`config.mk`:
```
export PLATFORM = sky130hd
export DESIGN_NAME = lp_wake_seq
export DESIGN_NICKNAME = d
export VERILOG_FILES = /design/src/rtl/lpw_pkg.sv /design/src/rtl/lpw_sync.sv /design/src/rtl/lpw_wake_mask.sv /design/src/rtl/lpw_timer.sv /design/src/rtl/lp_wake_seq.sv
export SDC_FILE = /design/constraint.sdc
export NUM_CORES = 1
export LEC_CHECK = 0
export BUFFER_PORTS_ARGS = -buffer_cell sky130_fd_sc_hd__buf_2
export CAP_MARGIN = 20
export CORE_UTILIZATION = 25
export CTS_BUF_LIST = sky130_fd_sc_hd__clkbuf_16
export DETAILED_ROUTE_END_ITERATION = 12
export SYNTH_ARGS = -nofsm -noshare
export SYNTH_HDL_FRONTEND = slang
export SYNTH_SLANG_ARGS = --single-unit
```
`constraint.sdc`:
```
create_clock -name clk -period 2.4 [get_ports clk]
set_input_delay 0.12 -clock clk [delete_from_list [all_inputs] [get_ports clk]]
set_output_delay 0.12 -clock clk [all_outputs]
set_load 0.1 [all_outputs]
```
`src/rtl/lpw_pkg.sv`:
```
// Shared types for the low-power wake sequencer.
// Assumes: mode codes are fixed by the request interface (0,1,2 valid).
package lpw_pkg;

    typedef enum logic [1:0] {
        MODE_DSLEEP = 2'd0,
        MODE_PDOWN  = 2'd1,
        MODE_DPDOWN = 2'd2,
        MODE_RSVD   = 2'd3
    } lp_mode_e;

    typedef enum logic [1:0] {
        ST_RUN      = 2'd0,
        ST_SLEEP    = 2'd1,
        ST_OSC_WAIT = 2'd2,
        ST_RESUME   = 2'd3
    } seq_state_e;

endpackage

```
`src/rtl/lpw_sync.sv`:
```
// Two-stage synchronizer for a vector of independent asynchronous lines.
// Assumes: each bit is a level that stays asserted long enough to be seen;
// no bus coherency between bits is needed.
module lpw_sync #(
    parameter int W = 1
) (
    input  logic         clk,
    input  logic         rst_n,
    input  logic [W-1:0] async_in,
    output logic [W-1:0] sync_out
);

    logic [W-1:0] stage1_q;
    logic [W-1:0] stage2_q;

    // Capture the lines in two flops to settle metastability.
    always_ff @(posedge clk) begin
        if (!rst_n) begin
            stage1_q <= '0;
            stage2_q <= '0;
        end else begin
            stage1_q <= async_in;
            stage2_q <= stage1_q;
        end
    end

    assign sync_out = stage2_q;

endmodule

```
`src/rtl/lpw_wake_mask.sv`:
```
// Computes, per interrupt line, whether it is enabled and urgent enough
// to be serviced at once (priority value strictly below the threshold).
// Assumes: lower priority value means more urgent.
module lpw_wake_mask #(
    parameter int N_IRQ  = 8,
    parameter int PRIO_W = 3
) (
    input  logic [N_IRQ-1:0]        irq_en,
    input  logic [N_IRQ*PRIO_W-1:0] irq_prio,
    input  logic [PRIO_W-1:0]       prio_thresh,
    output logic [N_IRQ-1:0]        mask
);

    for (genvar i = 0; i < N_IRQ; i++) begin : g_line
        // Qualify one line by enable and priority.
        always_comb begin
            mask[i] = irq_en[i] && (irq_prio[i*PRIO_W +: PRIO_W] < prio_thresh);
        end
    end

endmodule

```
`src/rtl/lpw_timer.sv`:
```
// Single-shot down-counter. A start pulse loads a length; expire is high
// in the len-th cycle after the start edge, then the timer goes idle.
// Assumes: len >= 1; a start while busy reloads.
module lpw_timer #(
    parameter int W = 12
) (
    input  logic         clk,
    input  logic         rst_n,
    input  logic         start,
    input  logic [W-1:0] len,
    output logic         busy,
    output logic         expire
);

    logic [W-1:0] cnt_q;
    logic         busy_q;

    // Load on start, count down while busy, go idle at zero.
    always_ff @(posedge clk) begin
        if (!rst_n) begin
            cnt_q  <= '0;
            busy_q <= 1'b0;
        end else if (start) begin
            cnt_q  <= len - W'(1);
            busy_q <= 1'b1;
        end else if (busy_q) begin
            if (cnt_q == '0) begin
                busy_q <= 1'b0;
            end else begin
                cnt_q <= cnt_q - W'(1);
            end
        end
    end

    assign busy   = busy_q;
    assign expire = busy_q && (cnt_q == '0);

endmodule

```
`src/rtl/lp_wake_seq.sv`:
```
// Low-power wake sequencer. Tracks run / deep-sleep / power-down /
// deep power-down, latches a wake mask on entry, and on wake sequences
// oscillator and flash power, the CPU resume strobe and the flash gate.
// Assumes: osc_ready is synchronous to clk; all delays are counted on clk,
// which stands in for the oscillator that runs during the wake.
module lp_wake_seq
    import lpw_pkg::*;
#(
    parameter int N_IRQ      = 8,
    parameter int PRIO_W     = 3,
    parameter int IRC_RESUME = 4,
    parameter int EXT_RESUME = 4096,
    parameter int FLASH_WAKE = 400
) (
    input  logic                    clk,
    input  logic                    rst_n,
    input  logic                    sleep_req,
    input  logic [1:0]              sleep_mode,
    input  logic                    clk_src_ext,
    input  logic                    rtc_req,
    input  logic [N_IRQ-1:0]        irq_en,
    input  logic [N_IRQ*PRIO_W-1:0] irq_prio,
    input  logic [PRIO_W-1:0]       prio_thresh,
    input  logic [N_IRQ-1:0]        irq_line,
    input  logic                    rtc_alarm,
    input  logic                    osc_ready,
    output logic                    osc_en,
    output logic                    flash_pwr,
    output logic                    flash_rdy,
    output logic                    cpu_resume,
    output logic [1:0]              pwr_state
);

    localparam int RES_MAX = (EXT_RESUME > IRC_RESUME) ? EXT_RESUME : IRC_RESUME;
    localparam int CNT_MAX = (RES_MAX > FLASH_WAKE) ? RES_MAX : FLASH_WAKE;
    localparam int CNT_W   = $clog2(CNT_MAX + 1);

    seq_state_e       state_q;
    lp_mode_e         mode_q;
    lp_mode_e         req_mode;
    logic             ext_q;
    logic [N_IRQ-1:0] mask_q;
    logic [N_IRQ-1:0] mask_now;
    logic [N_IRQ-1:0] irq_s;
    logic             rtc_s;
    logic             wake_hit;
    logic             accept;
    logic             res_start;
    logic [CNT_W-1:0] res_len;
    logic             res_busy;
    logic             res_exp;
    logic             fl_start;
    logic             fl_busy;
    logic             fl_exp;
    logic             flash_rdy_q;
    logic             resume_q;
    logic             deep_off;

    lpw_sync #(.W(N_IRQ + 1)) u_sync (
        .clk      (clk),
        .rst_n    (rst_n),
        .async_in ({rtc_alarm, irq_line}),
        .sync_out ({rtc_s, irq_s})
    );

    lpw_wake_mask #(.N_IRQ(N_IRQ), .PRIO_W(PRIO_W)) u_mask (
        .irq_en      (irq_en),
        .irq_prio    (irq_prio),
        .prio_thresh (prio_thresh),
        .mask        (mask_now)
    );

    // Decode the request and the wake condition for the current state.
    always_comb begin
        req_mode = lp_mode_e'(sleep_mode);
        accept   = (state_q == ST_RUN) && sleep_req && flash_rdy_q &&
                   ((req_mode == MODE_DSLEEP) || (req_mode == MODE_PDOWN) ||
                    ((req_mode == MODE_DPDOWN) && rtc_req));
        wake_hit = (mode_q == MODE_DPDOWN) ? rtc_s : |(irq_s & mask_q);
        fl_start = (state_q == ST_OSC_WAIT) && osc_ready;
        res_start = fl_start ||
                    ((state_q == ST_SLEEP) && wake_hit && (mode_q == MODE_DSLEEP));
        res_len  = ((state_q == ST_SLEEP) && ext_q) ? CNT_W'(EXT_RESUME)
                                                    : CNT_W'(IRC_RESUME);
        deep_off = (state_q == ST_SLEEP) && (mode_q != MODE_DSLEEP);
    end

    lpw_timer #(.W(CNT_W)) u_res_timer (
        .clk    (clk),
        .rst_n  (rst_n),
        .start  (res_start),
        .len    (res_len),
        .busy   (res_busy),
        .expire (res_exp)
    );

    lpw_timer #(.W(CNT_W)) u_flash_timer (
        .clk    (clk),
        .rst_n  (rst_n),
        .start  (fl_start),
        .len    (CNT_W'(FLASH_WAKE)),
        .busy   (fl_busy),
        .expire (fl_exp)
    );

    // Sequence state: entry, wake detection, oscillator wait, resume count.
    always_ff @(posedge clk) begin
        if (!rst_n) begin
            state_q <= ST_RUN;
            mode_q  <= MODE_DSLEEP;
            ext_q   <= 1'b0;
            mask_q  <= '0;
        end else begin
            unique case (state_q)
                ST_RUN: begin
                    if (accept) begin
                        state_q <= ST_SLEEP;
                        mode_q  <= req_mode;
                        ext_q   <= clk_src_ext;
                        mask_q  <= mask_now;
                    end
                end
                ST_SLEEP: begin
                    if (wake_hit) begin
                        state_q <= (mode_q == MODE_DSLEEP) ? ST_RESUME : ST_OSC_WAIT;
                    end
                end
                ST_OSC_WAIT: begin
                    if (osc_ready) begin
                        state_q <= ST_RESUME;
                    end
                end
                ST_RESUME: begin
                    if (res_exp) begin
                        state_q <= ST_RUN;
                    end
                end
                default: state_q <= ST_RUN;
            endcase
        end
    end

    // Flash gate: drop on entry to a flash-off mode, raise at timer expiry.
    always_ff @(posedge clk) begin
        if (!rst_n) begin
            flash_rdy_q <= 1'b1;
        end else if (accept && (req_mode != MODE_DSLEEP)) begin
            flash_rdy_q <= 1'b0;
        end else if (fl_exp) begin
            flash_rdy_q <= 1'b1;
        end
    end

    // Resume strobe: one cycle as the resume count completes.
    always_ff @(posedge clk) begin
        if (!rst_n) begin
            resume_q <= 1'b0;
        end else begin
            resume_q <= (state_q == ST_RESUME) && res_exp;
        end
    end

    assign osc_en     = !deep_off;
    assign flash_pwr  = !deep_off;
    assign flash_rdy  = flash_rdy_q;
    assign cpu_resume = resume_q;
    assign pwr_state  = (state_q == ST_RUN) ? 2'd0 : (2'(mode_q) + 2'd1);

endmodule

```
==> run summary, run 1 <==
Status -> complete, no violations
Max Root-Sink Buffers -> 2
Max-Cap Viols -> 0
Die ar. -> 12300 sq um
Multi-input gate area -> 1680 sq um
Sequential share of the synthesized area -> 41.2%
# DRC -> 0
Static Leak -> 1.58 nW
TritonCTS sink count -> 61
Seq. cell area -> 1220 sq um
Synthesized netlist cell count -> 334
Initial Utilization -> 25.8%
WHS Path Cells -> 2
Post-synth EDFFs -> 0
Synth-to-Final Area Change -> 29.8%
Total wire length -> 6.51 mm
Worst Path Class, Setup -> flop to flop
Flops & latches, synth -> 61
Num CTS Buffers -> 9
Layout cell share with drive strength beyond 1 -> 23.0%
Gate power share -> 34.6%
Worst Path Arrival -> 2.47 ns
Root Buffer Master -> clkbuf_16
Worst-path fanout max -> 5
N_diodes -> 0
Io pins -> 58
Crit-path leading delay family -> simple AND/OR/NAND/NOR gates
Fmax -> 447 MHz
Final ANT Viol Nets -> 0
Syn Nets -> 410
Final hold violations -> 0
Core Region -> 11500 sq um
Top_reg_cell synth -> dfxtp_1
Top cells by area, synth -> dfxtp_1 41%, ha_1 10%, a21oi_1 6.1%
Slew Limit Headroom -> 47.9%
Initial DRC count -> 52
Clock group share of total power -> 31.7%
Fin crit share -> 93.1%
Clk pin slew, worst setup/hold paths -> 0.05 ns
Sw frac -> 36.7%
Worst Path Required -> 2.63 ns
Final Critical Period -> 2.23 ns
Avg Inst Size Synth -> 8.87 sq um
Final RePlAce weighted congestion -> 0.764
Row count -> 39
CP max stage delay -> 0.33 ns
Setup TNS -> 0 ns
Mapped cell area -> 2960 sq um
Cell accounting for the most synthesized area -> dfxtp_1
Crit-path cells -> inv_1, ha_2, a21oi_1, and4_1, o31a_1, nand2_2, ha_4, nand2_4, nor4_4, nand3_1, xor2_1, a211oi_1
Switching power -> 0.00143 W
Finish-stage setup viols -> 0
Synth cell types -> 47
PD cells -> 1020 nW/um^2
Pint -> 0.00248 W
Async SR Flop Fraction -> 0%
Startpoint types -> flop
Vias per cell -> 4.60
Chip Height -> 111 um
Crit end category -> flop
Largest net degree at the start of global routing -> 29
Vias in the first global route -> 2438
HPWL after detailed placement -> 4.82 mm
Worst skew pair latency -> 0.33 ns
R2R cell count -> 12
Initial antenna violation count -> 0
I/O Buffers -> 57
Peak supply drop -> 0.745 mV
Total gr overflow -> 0
WP buf/inv -> 1
Die width -> 111 um
Clk_skew -> 0.00888 ns
Hold WC Path Type -> input port to flop
Number of fill cells -> 1160
Sequential power share -> 33.8%
Detailed Routing Iterations Pass 1 -> 4
GRT Total Usage -> 10.9%
Slew Limit Fails -> 0
Final Util -> 33.6%
Routed vias -> 2533
Crit-path slowest cell -> o31a_1
Nets -> 479
WL per Instance -> 11.8 um
First-pass GRT wire length -> 11.0 mm
TritonCTS clock tree -> yes
RSZ-0062 raised after global routing -> false
# H-tree levels -> 3
Worst-Margin Slew -> 0.781 ns
Worst path depth -> 12
Synth warn -> 0
Area share of the largest cell type after synthesis -> 41.2%
==> routing by layer <==
layer,vias to the layer above,part of all wire [%],GRT usage [%]
met5,-,0,0
met4,0,2.2,5.42
met3,13,2.8,2.35
met2,47,48,18.0
met1,1168,47,13.5
li1,1305,-,-
==> placed cells by master (no fill, tap or decap), drive strengths merged, types with 3 or more instances in the layout <==
master	synthesis	final
a21boi	8	8
a21oi	36	36
and2	20	20
buf	2	65
clkbuf	10	9
dfxtp	61	61
dlygate4sd3	0	5
ha	24	24
inv	21	23
nand2	34	34
nand3	8	8
nand4b	11	11
nor2	16	16
nor2b	5	5
nor3	7	7
nor3b	4	4
nor4	6	6
o21ai	12	12
o31ai	3	3
xnor2	7	7
xor2	11	11
==> flip-flops by register name, indices dropped and copies added, names as in the netlist <==
register / cells
u_flash_timer.cnt_q: 13
u_flash_timer.busy: 1
ext_q: 1
u_sync.stage1_q: 9
u_res_timer.busy: 1
u_sync.sync_out: 9
u_res_timer.cnt_q: 13
mode_q: 2
mask_q: 8
cpu_resume: 1
state_q: 2
flash_rdy: 1
==> through the flow <==
stage	hold slack (ns)	total power, W	instances	setup slack, ns	area, sq um
floorplan	0.247	0.00229	334	0.00888	3010
global placement	0.327	0.00260	530	0.190	3460
detailed placement	0.331	0.00262	530	-0.0343	3460
global route	0.00988	0.00417	551	0.0348	3850
finish	0.00851	0.00391	551	0.165	3850
CTS	0.000367	0.00389	551	0.00989	3810
==> repair_timing <==
| item | CTS | global route |
|---|---|---|
| setup endpoints to repair | 1 | 5 |
| hold buffers | 5 | 0 |
| pin swaps | 0 | 4 |
| buffers inserted | 0 | 0 |
| gates resized for setup | 1 | 8 |
| hold endpoints to repair | 5 | 0 |
==> power by group through the flow <==
stage	logic [W]	registers, W	clock network, W
after floorplan	0.000978	0.00131	0
after global placement	0.00129	0.00131	0
after detailed placement	0.00130	0.00132	0
after CTS	0.00132	0.00130	0.00127
after global routing	0.00151	0.00134	0.00132
final	0.00135	0.00132	0.00124
==> final timing paths <==
kind	from	to	slack, ns
setup / recovery	mode_q[0]	u_res_timer.cnt_q[12]	0.17
hold / removal	irq_line[7]	u_sync.stage1_q[7]	0.009
setup reg to reg	mode_q[0]	u_res_timer.cnt_q[12]	0.17
hold reg to reg	u_sync.stage1_q[5]	u_sync.sync_out[5]	0.43
==> cells by family (layout without fill, tap and decap cells) <==
group | after synthesis | after routing | share of synthesized area, %
DFF | 61 | 61 | 41.2
AOI/OAI and AO/OA | 72 | 72 | 15.1
and+or+nand+nor | 124 | 124 | 23.2
xor gates and xnor gates | 18 | 18 | 5.32
adders and majority gates | 24 | 24 | 10.1
buffers and inverters | 33 | 107 | 4.35
muxes | 2 | 2 | 0.718
==> cell usage after synthesis, drive strengths merged, types with 3 or more instances <==
library cell,instances
nand3,8
clkbuf,10
nor3,7
inv,21
dfxtp,61
ha,24
nor2,16
and2,20
xnor2,7
nor2b,5
nor4,6
nand2,34
nand4b,11
o31ai,3
a21boi,8
xor2,11
o21ai,12
a21oi,36
nor3b,4
==> layout make-up <==
| type | count | area share, % |
|---|---|---|
| Clock inverter | 7 | 1.72 |
| Tap cell | 143 | 4.65 |
| Sequential cell | 61 | 31.8 |
| Timing Repair Buffer | 70 | 10.3 |
| Multi-Input combinational cell | 240 | 43.7 |
| Inverter | 21 | 2.05 |
| Clock buffer | 9 | 5.85 |
Power figures use the tool's default switching activity.
==> run 2: changes to the inputs <==
PLACE_DENSITY = 0.52   (was unset)
SLEW_MARGIN = 10   (was unset)
clock period = 2.6 ns   (was 2.4 ns; I/O delays follow)
==> run summary, run 2 (synthesis results as in run 1) <==
Status -> complete, no violations
Crit-path leading delay family -> simple AND/OR/NAND/NOR gates
Vias per cell -> 4.61
Setup repair bufs after CTS -> 0
Max-Cap Viols -> 0
Crit end category -> flop
Max Root-Sink Buffers -> 2
Initial DRC count -> 93
Die ar. -> 12300 sq um
Clk pin slew, worst setup/hold paths -> 0.05 ns
Nets -> 476
Met3 wire len -> 259 um
Peak supply drop -> 0.486 mV
Die width -> 111 um
Synth-to-Final Area Change -> 27.1%
R2R Path End -> u_res_timer.cnt_q[12]
Num CTS Buffers -> 9
TritonCTS clock tree -> yes
Most used cell, CP -> nand2_1
Post-Layout Cell Count -> 548
WL met2 -> 3.31 mm
Wl on met1 -> 3.00 mm
Worst-path fanout max -> 6
Tot Pwr -> 0.00360 W
Fmax -> 418 MHz
Setup slack, reg-to-reg -> 0.21 ns
GRT Total Usage -> 11.4%
Top routing layer in use -> met4
Most common cell after layout, fill and taps aside -> dfxtp_1
Io pins -> 58
Biggest regs -> u_flash_timer.cnt_q (13), u_res_timer.cnt_q (13)
Worst Path Required -> 2.83 ns
Worst-Margin Slew -> 0.780 ns
Root Buffer Master -> clkbuf_16
PD cells -> 955 nW/um^2
Finish-stage setup viols -> 0
Static Leak -> 1.57 nW
Place WS -> 0.174 ns
Vias in the first global route -> 2481
R2R cell count -> 11
Final RePlAce weighted congestion -> 0.798
Worst setup path start -> state_q[1]
Cell Count Post-Placement -> 529
Hold WC Path Type -> input port to flop
Clk_skew -> 0.00498 ns
Worst path depth -> 11
HPWL after detailed placement -> 4.95 mm
Slew Limit Fails -> 0
Initial antenna violation count -> 0
Worst setup margin -> 0.209 ns
Final Critical Period -> 2.39 ns
WP buf/inv -> 1
First-pass GRT wire length -> 11.3 mm
Initial Utilization -> 25.8%
Worst skew pair latency -> 0.32 ns
Crit-path cells -> inv_1, ha_1, nand2_1, o31a_1, nand2_1, ha_1, nand2_1, nor4_1, nand3_1, xor2_1, a211oi_1
Crit path to -> u_res_timer.cnt_q[12]
Slew Limit Headroom -> 48.0%
# H-tree levels -> 3
Fin area -> 3770 sq um
Routed vias -> 2529
Placed Area -> 3430 sq um
Layout cell share with drive strength beyond 1 -> 21.5%
WL per Instance -> 12.1 um
Worst Path Class, Setup -> flop to flop
RSZ-0062 raised after global routing -> false
Startpoint types -> flop
# DRC -> 0
TritonCTS sink count -> 61
Final ANT Viol Nets -> 0
Fin crit share -> 92.0%
Largest net degree at the start of global routing -> 29
CP max stage delay -> 0.36 ns
Chip Height -> 111 um
Detailed Routing Iterations Pass 1 -> 4
Crit Reg-Reg Startpoint -> state_q[1]
Total gr overflow -> 0
Most frequent cells in the layout -> 61 x dfxtp_1, 57 x buf_2, 36 x a21oi_1
Core Region -> 11500 sq um
Final hold violations -> 0
Crit-path slowest cell -> o31a_1
Worst Path Arrival -> 2.62 ns
Row count -> 39
Total wire length -> 6.65 mm
N_diodes -> 0
I/O Buffers -> 57
Setup TNS -> 0 ns
[run 2: cell count changes in the layout (fill, tap and decap cells not counted), sizes merged]
cell,before,now
inv,23,22
dlygate4sd3,5,3
clkinvlp,2,3
buf,65,64
[run 2: through the flow]
step | util (%) | hold slack, ns
after floorplan | - | 0.257
after global placement | 29.9 | 0.337
after detailed placement | 29.9 | 0.340
after CTS | 32.7 | 0.000191
after global routing | 32.8 | 0.00515
final | 32.8 | 0.0114
[run 2: final cells by class]
type | count | area (sq um)
well taps | 143 | 179
fillers | 1201 | 7700
clock inverters | 7 | 75.1
clock buffers | 9 | 225
repair buffers | 67 | 368
inverters | 21 | 78.8
multi-input cells | 240 | 1620
flip-flops and latches | 61 | 1220
[run 2: worst min-delay path by stage]
stage | startpoint | endpoint | slack, ns | cells past startpoint
3_3_place_gp | irq_line[7] | u_sync.stage1_q[7] | 0.34 | 2
6_report | irq_line[4] | u_sync.stage1_q[4] | 0.01 | 2
4_1_cts | irq_line[4] | u_sync.stage1_q[4] | 0.0002 | 2
3_5_place_dp | irq_line[4] | u_sync.stage1_q[4] | 0.34 | 2
2_1_floorplan | irq_line[0] | u_sync.stage1_q[0] | 0.26 | 1
5_1_grt | irq_line[6] | u_sync.stage1_q[6] | 0.005 | 2
[run 2: routing by layer]
layer / vias to the layer above / global-route usage [%]
met2: 43 / 19.6
met4: 0 / 3.91
met3: 8 / 3.83
li1: 1301 / -
met1: 1177 / 13.1
met5: - / 0
[run 2: repair_timing]
item	4_1_cts	5_1_grt
gates resized for setup	0	1
hold buffers	2	1
setup endpoints to repair	0	4
endpoints found under the hold margin	2	1
[run 2: power by group]
| part | internal (W) | switching (W) | total [W] |
|---|---|---|---|
| logic | 0.000459 | 0.000760 | 0.00122 |
| registers | 0.00107 | 0.000129 | 0.00120 |
| clock network | 0.000743 | 0.000431 | 0.00117 |
==> run 3: changes to the inputs <==
CORE_MARGIN = 4   (was unset)
CTS_BUF_LIST = unset   (was sky130_fd_sc_hd__clkbuf_16)
==> run summary, run 3 (synthesis results as in run 1) <==
Initial Utilization -> 25.7%
TritonCTS clock tree -> yes
Most common cell after layout, fill and taps aside -> dfxtp_1
Most frequent cells in the layout -> 61 x dfxtp_1, 57 x buf_2, 36 x a21oi_1
Slew Limit Headroom -> 46.6%
Crit end category -> flop
Static Leak -> 1.56 nW
Io pins -> 58
WL per Instance -> 12.0 um
Row count -> 39
Finish-stage setup viols -> 0
Final Critical Period -> 2.32 ns
Clk_skew -> 0.00780 ns
Total wire length -> 6.62 mm
R2R cell count -> 11
GRT Total Usage -> 10.4%
Core Region -> 11500 sq um
TritonCTS sink count -> 61
Crit Reg-Reg Startpoint -> state_q[1]
Hold WS -> 0.0103 ns
Crit-path slowest cell -> dfxtp_1
Status -> complete, no violations
Peak supply drop -> 0.528 mV
Worst-path fanout max -> 6
Gate power share -> 34.6%
Number of fill cells -> 1230
Hold_sp -> irq_line[3]
Hold WC Path Type -> input port to flop
Largest net degree at the start of global routing -> 29
Initial DRC count -> 90
Routed vias -> 2522
Crit path to -> u_res_timer.cnt_q[12]
Startpoint types -> flop
Pint -> 0.00218 W
WP buf/inv -> 1
HPWL after detailed placement -> 4.96 mm
Clk pin slew, worst setup/hold paths -> 0.06 ns
R2R Path End -> u_res_timer.cnt_q[12]
Fin crit share -> 89.0%
Final RePlAce weighted congestion -> 0.778
Root Buffer Master -> clkbuf_16
Vias in the first global route -> 2443
CP max stage delay -> 0.35 ns
First-pass GRT wire length -> 11.1 mm
Final ANT Viol Nets -> 0
Num CTS Buffers -> 9
Vias per cell -> 4.59
Layout cell share with drive strength beyond 1 -> 21.6%
Worst Path Class, Setup -> flop to flop
Worst Path Arrival -> 2.56 ns
Final hold violations -> 0
Worst path depth -> 11
Chip Height -> 117 um
Detailed Routing Iterations Pass 1 -> 7
Switching power -> 0.00131 W
Initial antenna violation count -> 0
Sw frac -> 37.5%
Setup TNS -> 0 ns
Biggest regs -> u_flash_timer.cnt_q (13), u_res_timer.cnt_q (13)
RSZ-0062 raised after global routing -> false
PD cells -> 927 nW/um^2
Setup slack, reg-to-reg -> 0.28 ns
Worst-Margin Slew -> 0.800 ns
Max-Cap Viols -> 0
Clock group share of total power -> 30.9%
Worst skew pair latency -> 0.33 ns
Die width -> 117 um
# DRC -> 0
Slew Limit Fails -> 0
# H-tree levels -> 3
N_diodes -> 0
Total gr overflow -> 0
Max Root-Sink Buffers -> 2
Sequential power share -> 34.5%
Crit-path leading delay family -> simple AND/OR/NAND/NOR gates
Most used cell, CP -> nand2_1
Worst setup path start -> state_q[1]
Fmax -> 432 MHz
Crit-path cells -> inv_1, ha_1, nand2_1, o31a_1, nand2_1, ha_1, nand2_1, nor4_1, nand3_1, xor2_1, a211oi_1
Synth-to-Final Area Change -> 26.9%
I/O Buffers -> 57
Die ar. -> 13700 sq um
Nets -> 478
Worst Path Required -> 2.84 ns
run 3: changes by cell type in the layout (fill, tap and decap cells not counted):
| cell | change |
|---|---|
| dlygate4sd3_1 | +1 |
| clkinvlp_4 | +1 |
| inv_6 | -1 |
| buf_4 | +1 |
| bufinv_16 | -1 |
| clkinv_4 | +1 |
run 3: power by group through the flow:
stage / Sequential, W / Clock, W / Combinational, W
CTS: 0.00120 / 0.00111 / 0.00122
detailed placement: 0.00121 / 0 / 0.00121
finish: 0.00120 / 0.00108 / 0.00121
global route: 0.00122 / 0.00115 / 0.00135
global placement: 0.00121 / 0 / 0.00120
floorplan: 0.00120 / 0 / 0.000874
run 3: worst min-delay path by stage:
stage | slack [ns] | depth (start not counted) | endpoint
floorplan | 0.26 | 1 | u_sync.stage1_q[0]
global placement | 0.34 | 2 | u_sync.stage1_q[2]
detailed placement | 0.34 | 2 | u_sync.stage1_q[1]
CTS | 0.002 | 2 | u_sync.stage1_q[6]
global route | 0.01 | 2 | u_sync.stage1_q[3]
finish | 0.01 | 2 | u_sync.stage1_q[3]
run 3: what timing repair did:
action,4_1_cts,5_1_grt
resized for setup,0,1
endpoints found under the setup margin,0,3
hold buffers,4,0
hold endpoints to repair,4,0
setup buffers,0,0
run 3: area by class of cell:
type | count | area [sq um] | share of cell area [%]
clock inverter | 7 | 52.6 | 1.40
clock buffer | 9 | 225 | 5.99
timing repair buffer | 69 | 385 | 10.2
sequential | 61 | 1220 | 32.5
tap | 143 | 179 | 4.76
inverter | 21 | 78.8 | 2.10
multi-input combinational | 240 | 1620 | 43.0
run 3: metal layers:
metal	up-vias	routed length, um	global-route usage (%)
li1	1305	-	-
met1	1160	2960	12.3
met2	48	3270	17.1
met3	9	289	3.86
met4	0	99	3.90
met5	-	0	0
run 3: through the flow:
| stage | utilization, % | power [W] | cell area [sq um] | cells | worst slack (ns) |
|---|---|---|---|---|---|
| detailed placement | 29.9 | 0.00242 | 3440 | 530 | 0.207 |
| finish | 32.7 | 0.00349 | 3760 | 550 | 0.285 |
| floorplan | - | 0.00208 | 2960 | 334 | 0.0425 |
| CTS | 32.6 | 0.00353 | 3760 | 550 | 0.186 |
| global route | 32.7 | 0.00372 | 3760 | 550 | 0.0110 |
| global placement | 29.9 | 0.00241 | 3440 | 530 | 0.257 |
